===== config.mk =====
export PLATFORM = sky130hd
export DESIGN_NAME = gpio_pin_ctrl
export DESIGN_NICKNAME = d
export VERILOG_FILES = /design/src/rtl/gpio_pin_pkg.sv /design/src/rtl/gpio_pin_regs.sv /design/src/rtl/gpio_pin_arb.sv /design/src/rtl/gpio_pin_ingate.sv /design/src/rtl/gpio_pin_ctrl.sv
export SDC_FILE = /design/constraint.sdc
export NUM_CORES = 1
export LEC_CHECK = 0
export BUFFER_PORTS_ARGS = -buffer_cell sky130_fd_sc_hd__buf_2
export CAP_MARGIN = 20
export CORE_AREA = 2 2 39 41
export DETAILED_ROUTE_END_ITERATION = 12
export DIE_AREA = 0 0 41 43
export PLACE_DENSITY = 0.58
export SLEW_MARGIN = 20
export SYNTH_ARGS = -nofsm -noshare
export SYNTH_HDL_FRONTEND = slang
export SYNTH_HIERARCHICAL = 1
export SYNTH_SLANG_ARGS = --single-unit

===== constraint.sdc =====
create_clock -name clk -period 1.2 [get_ports clk]
set_input_delay 0.24 -clock clk [delete_from_list [all_inputs] [get_ports clk]]
set_output_delay 0.24 -clock clk [all_outputs]
set_load 0.005 [all_outputs]

===== src/rtl/gpio_pin_pkg.sv =====
package gpio_pin_pkg;

    typedef struct packed {
        logic dir;
        logic data;
        logic pull;
        logic od;
    } pin_cfg_t;

    localparam pin_cfg_t CFG_RESET = '{dir: 1'b0, data: 1'b0, pull: 1'b0, od: 1'b0};

endpackage


===== src/rtl/gpio_pin_regs.sv =====
module gpio_pin_regs
    import gpio_pin_pkg::*;
(
    input  logic     clk,
    input  logic     rst_n,
    input  logic     we,
    input  pin_cfg_t wdata,
    output pin_cfg_t cfg_q
);

    typedef struct packed {
        pin_cfg_t cfg;
    } regs_st_t;

    regs_st_t st_d;
    regs_st_t st_q;

    always_comb begin
        st_d = st_q;
        if (we) begin
            st_d.cfg = wdata;
        end
    end

    always_ff @(posedge clk or negedge rst_n) begin
        if (!rst_n) begin
            st_q.cfg <= CFG_RESET;
        end else begin
            st_q <= st_d;
        end
    end

    assign cfg_q = st_q.cfg;

endmodule


===== src/rtl/gpio_pin_arb.sv =====
module gpio_pin_arb
    import gpio_pin_pkg::*;
#(
    parameter int NUM_AN = 2
) (
    input  pin_cfg_t          cfg,
    input  logic              i2c_en,
    input  logic              scl_out,
    input  logic              tmr_en,
    input  logic              tmr_out,
    input  logic              pci_en,
    input  logic [NUM_AN-1:0] an_sel,
    input  logic              aref_en,
    input  logic              cpu_rd_n,
    output logic              pad_oe,
    output logic              pad_out,
    output logic              pad_pu,
    output logic              pad_ie,
    output logic              i2c_act,
    output logic              pci_act,
    output logic [NUM_AN-1:0] an_eff
);

    typedef struct packed {
        logic i2c;
        logic tmr;
        logic pci;
        logic an_any;
        logic od_mode;
        logic blocked;
        logic sel_val;
        logic drive;
    } arb_t;

    arb_t a;

    // The analog reference claims the pin and masks every other function.
    always_comb begin
        an_eff     = an_sel & {NUM_AN{~aref_en}};
        a.i2c      = i2c_en & ~aref_en;
        a.tmr      = tmr_en & ~aref_en;
        a.pci      = pci_en & ~aref_en;
        a.an_any   = |an_eff;
        a.od_mode  = cfg.od | a.i2c;
        a.blocked  = a.pci | a.an_any | aref_en;
        if (a.i2c) begin
            a.sel_val = scl_out;
        end else if (a.tmr) begin
            a.sel_val = tmr_out;
        end else begin
            a.sel_val = cfg.data;
        end
        a.drive = cfg.dir & ~a.blocked;
    end

    always_comb begin
        if (a.od_mode) begin
            pad_oe  = a.drive & ~a.sel_val;
            pad_out = 1'b0;
        end else begin
            pad_oe  = a.drive;
            pad_out = a.sel_val;
        end
        pad_pu = cfg.pull;
        if (aref_en || a.an_any) begin
            pad_ie = 1'b0;
        end else if (a.i2c || a.pci) begin
            pad_ie = 1'b1;
        end else begin
            pad_ie = ~cpu_rd_n;
        end
        i2c_act = a.i2c;
        pci_act = a.pci;
    end

endmodule


===== src/rtl/gpio_pin_ingate.sv =====
module gpio_pin_ingate (
    input  logic pad_in,
    input  logic ie,
    input  logic i2c_act,
    input  logic pci_act,
    output logic port_rdata,
    output logic scl_in,
    output logic pci_in
);

    logic gated;

    always_comb begin
        gated      = pad_in & ie;
        port_rdata = gated;
        scl_in     = gated & i2c_act;
        pci_in     = gated & pci_act;
    end

endmodule


===== src/rtl/gpio_pin_ctrl.sv =====
module gpio_pin_ctrl
    import gpio_pin_pkg::*;
#(
    parameter int NUM_AN = 2
) (
    input  logic              clk,
    input  logic              rst_n,
    input  logic              cfg_we,
    input  logic              wr_dir,
    input  logic              wr_data,
    input  logic              wr_pull,
    input  logic              wr_od,
    input  logic              i2c_en,
    input  logic              scl_out,
    input  logic              tmr_en,
    input  logic              tmr_out,
    input  logic              pci_en,
    input  logic [NUM_AN-1:0] an_sel,
    input  logic              aref_en,
    input  logic              cpu_rd_n,
    input  logic              pad_in,
    output logic              pad_oe,
    output logic              pad_out,
    output logic              pad_pu,
    output logic              pad_ie,
    output logic              port_rdata,
    output logic              scl_in,
    output logic              pci_in,
    output logic [NUM_AN-1:0] an_eff
);

    pin_cfg_t wr_cfg;
    pin_cfg_t cfg_q;
    logic     i2c_act;
    logic     pci_act;

    assign wr_cfg = '{dir: wr_dir, data: wr_data, pull: wr_pull, od: wr_od};

    gpio_pin_regs u_regs (
        .clk   (clk),
        .rst_n (rst_n),
        .we    (cfg_we),
        .wdata (wr_cfg),
        .cfg_q (cfg_q)
    );

    gpio_pin_arb #(.NUM_AN(NUM_AN)) u_arb (
        .cfg      (cfg_q),
        .i2c_en   (i2c_en),
        .scl_out  (scl_out),
        .tmr_en   (tmr_en),
        .tmr_out  (tmr_out),
        .pci_en   (pci_en),
        .an_sel   (an_sel),
        .aref_en  (aref_en),
        .cpu_rd_n (cpu_rd_n),
        .pad_oe   (pad_oe),
        .pad_out  (pad_out),
        .pad_pu   (pad_pu),
        .pad_ie   (pad_ie),
        .i2c_act  (i2c_act),
        .pci_act  (pci_act),
        .an_eff   (an_eff)
    );

    gpio_pin_ingate u_gate (
        .pad_in     (pad_in),
        .ie         (pad_ie),
        .i2c_act    (i2c_act),
        .pci_act    (pci_act),
        .port_rdata (port_rdata),
        .scl_in     (scl_in),
        .pci_in     (pci_in)
    );

endmodule


==> impl_summary.md <==
Route
The top routing layer in use is met3. In the final routing, the length of wire on met1 measures 267 um. After detailed routing, the average wire length per cell comes to roughly 9.8 um.

The detailed router finished its first iteration with 0 violations. In this run the remaining antenna-violating nets after routing total 0. In the routed layout, each cell is associated on average with a via count of approximately 4.2.

The final layout contains routed wiring with a total length of ~760 um. The length of routed met3 wiring is ~38 um. The final route contains ~320 vias.

The met2 wire length is 451 um. The number of remaining DRC errors is 0. The number of search-and-repair iterations in the first detailed-routing pass is 1.

Synthesis
The sequential element share of the synthesized area is 0.345. Sorting the synthesized cells by how often they occur yields sky130_fd_sc_hd__and2b_2, sky130_fd_sc_hd__dfrtp_1, sky130_fd_sc_hd__mux2_2, sky130_fd_sc_hd__and3_1. Yosys attributes the largest share of cell area to sky130_fd_sc_hd__dfrtp_1, sky130_fd_sc_hd__mux2_2, sky130_fd_sc_hd__and2b_2, sky130_fd_sc_hd__and3_1, sky130_fd_sc_hd__a211oi_2. The number of flip-flops and latches in the synthesized netlist is 4. The share of synthesized registers carrying an async set or reset is 1.00. After synthesis, the netlist uses 16 different library cells. The total standard cell area after synthesis is around 290 um^2. The average cell area after synthesis is about 11 um^2. The number of enable flip-flop cells after synthesis is 0. The number of nets in the synthesized netlist is 44. Yosys printed 6 warnings. The leading register cell type out of synthesis is sky130_fd_sc_hd__dfrtp_1. The top cell type's share of synthesized area is 0.345. The cell type with the highest aggregate area in the netlist is sky130_fd_sc_hd__dfrtp_1. After technology mapping, the gate count stands at 27.

Pwr
Summed over all cells, the static leakage comes to 0.301 nW. The areal power density over the cells is about 790 nW/um^2. VDD sags by at most approximately 0.48 mV.

GRT
The initial antenna violation count is 0. Entering global routing, the biggest net connects 7 pins. After global routing the overflow that remains totals 0. The global-route wire length before repair is about 1300 um. The global router's overall resource usage is 0.108. The via count of the first global-routing pass is roughly 330.

Final layout
The register with the most flip-flops in the layout has 4 of them. The number of cells in the finished layout apart from fillers is 77. The fill cell instance count of the final layout is 150. The number of inserted diodes is 0. Compared with the post-synthesis result, the final layout area differs by 104%. For this run, the post-layout net count is 80. The ratio of cells with drive above 1 in the final layout is 0.836.

Clock tree
The number of clock buffers added by TritonCTS is 3. For this design, the sink count on the clock tree is 4. Clock-pin slew was measured on the worst setup and hold paths at roughly 0.04 ns. Clock latency on the worst-skew pair, taken at its later pin, is approximately 0.23 ns. CTS placed an instance of sky130_fd_sc_hd__clkbuf_4 at the clock tree root. The number of buffers on the longest clock path is 2.

The depth of the CTS H-tree is 1. TritonCTS built the clock tree.

Floorplanning
The die footprint is about 1800 um^2. Measured along the x axis, the die boundary spans 41 um. In this run the vertical extent of the chip is about 43 um. The initial cell density of the core is 0.210. The cell row count is 14. The I/O pin count is 26.

The area of the placeable core is 1380 um^2.

Timing
Hold timing on the final database bottoms out at a slack of around 0.24 ns. The post-layout worst setup margin is -0.0940 ns. The final critical delay including setup and external delays is ~1.3 ns.

The transition time at the pin with the least slew margin is roughly 0.21 ns. The clock arrives with 0 ns of skew. The number of max-slew violations in the final report was 0. For this run, the top clock speed supported by timing is ~770 MHz. The worst slew margin relative to its limit is 0.863. Of the available clock period, the critical path in the final layout requires 1.08. Setup repair after global routing could not meet its margin everywhere. Setup violations remaining at the end of the flow were counted as 4.

The hold violation total from the final report came to 0.

Setup path
The required time of the worst setup path is 0.96 ns. On the critical path, the stage with the largest delay is an instance of sky130_fd_sc_hd__dfrtp_1. The total buffers and inverters traversed by the critical path is 1. The worst setup path is launched from a flip-flop. The kind of critical path is reg2out. Grouping stages by cell kind, the critical path spends the most delay in flip-flops. Traced cell by cell, the critical path runs through and3_4 > a211oi_2 > buf_2. The endpoint type of the worst setup path is an output port. Along the worst path, the maximum fanout reaches 3. The slack of the worst reg-to-reg path is around 0.22 ns. For the worst setup path, the data arrival time is about 1.1 ns. For this run, the slowest stage of the critical path takes about 0.4 ns.

Min path
The path category of the worst min-delay check is in2reg.

Placement
The final estimated routing congestion in global placement is about 0.63. The HPWL after detailed placement is ~570 um. Buffers placed on the I/O ports in this run total 25. The number of cells after detailed placement is 68. The worst setup slack before clock tree synthesis is -0.0879 ns.

Status
The flow ran to the end, but the final reports show violations. The checks that failed: negative setup slack.

Flow run
The number of max-capacitance violations reported is 0.
-- cell families after synthesis --
kind of cell    count (synthesis)  share of synthesized area
buf+inv                         2                     0.0388
compound gates                  4                      0.121
mux                             4                      0.155
flops                           4                      0.345
simple gates                   13                      0.341
-- what timing repair did --
action / 4_1_cts / 5_1_grt
resized for setup: 2 / 18
hold buffers: 1 / 0
pin swaps: 3 / 7
endpoints found under the hold margin: 4 / 0
buffers inserted: 2 / 3
endpoints found under the setup margin: 4 / 5
-- final timing paths --
path                                    to  cells after the start             from
max in group asynchronous  u_regs/cfg_q[1]                      2            rst_n
min reg2reg                u_regs/cfg_q[1]                      1  u_regs/cfg_q[1]
min                        u_regs/cfg_q[3]                      2           wr_dir
max reg2reg                u_regs/cfg_q[2]                      3  u_regs/cfg_q[2]
max                                 pad_oe                      3  u_regs/cfg_q[0]
min in group asynchronous  u_regs/cfg_q[3]                      2            rst_n
-- per-layer routing --
layer | vias up | global-route usage
met5 | - | 0
met4 | 0 | 0.0800
met3 | 0 | 0.0314
met2 | 13 | 0.172
met1 | 142 | 0.111
li1 | 166 | -
-- worst register-to-register path: stages (launching register included) --
cell and delay [ns]:
sky130_fd_sc_hd__dfrtp_1 0.38, sky130_fd_sc_hd__buf_6 0.12, sky130_fd_sc_hd__buf_4 0.12, sky130_fd_sc_hd__mux2_2 0.25
-- power breakdown --
group	internal [W]	switching (W)	leakage, nW
Combinational	0.0000978	0.0000476	0.240
Clock	0.000112	0.0000508	0.0138
Sequential	0.000149	0.00000832	0.0468
-- layout by cell type, fill, tap and decap left out, types with 2 or more instances in the layout --
cell / instances
sky130_fd_sc_hd__buf_8: 2
sky130_fd_sc_hd__and2b_2: 4
sky130_fd_sc_hd__buf_6: 5
sky130_fd_sc_hd__buf_2: 18
sky130_fd_sc_hd__clkbuf_4: 4
sky130_fd_sc_hd__dfrtp_1: 4
sky130_fd_sc_hd__and3_4: 3
sky130_fd_sc_hd__mux2_2: 4
sky130_fd_sc_hd__buf_4: 5
-- final cells by class --
type	instances	area, um^2	area share
Clock buffer	3	22.5	0.0381
Sequential cell	4	100	0.169
Multi-Input combinational cell	21	214	0.362
Inverter	1	3.75	0.00634
Tap cell	16	20.0	0.0338
Timing Repair Buffer	32	231	0.391
-- stage by stage --
step	power, W	TNS (ns)	utilization	cell area (um^2)
CTS	0.000443	-0.241	0.359	497
finish	0.000466	-0.173	0.428	592
global placement	0.000251	-0.111	0.315	435
floorplan	0.000202	0	-	290
detailed placement	0.000253	-0.190	0.315	435
global route	0.000510	-0.388	0.428	592
Note: power is estimated with default switching activity, not from simulation.
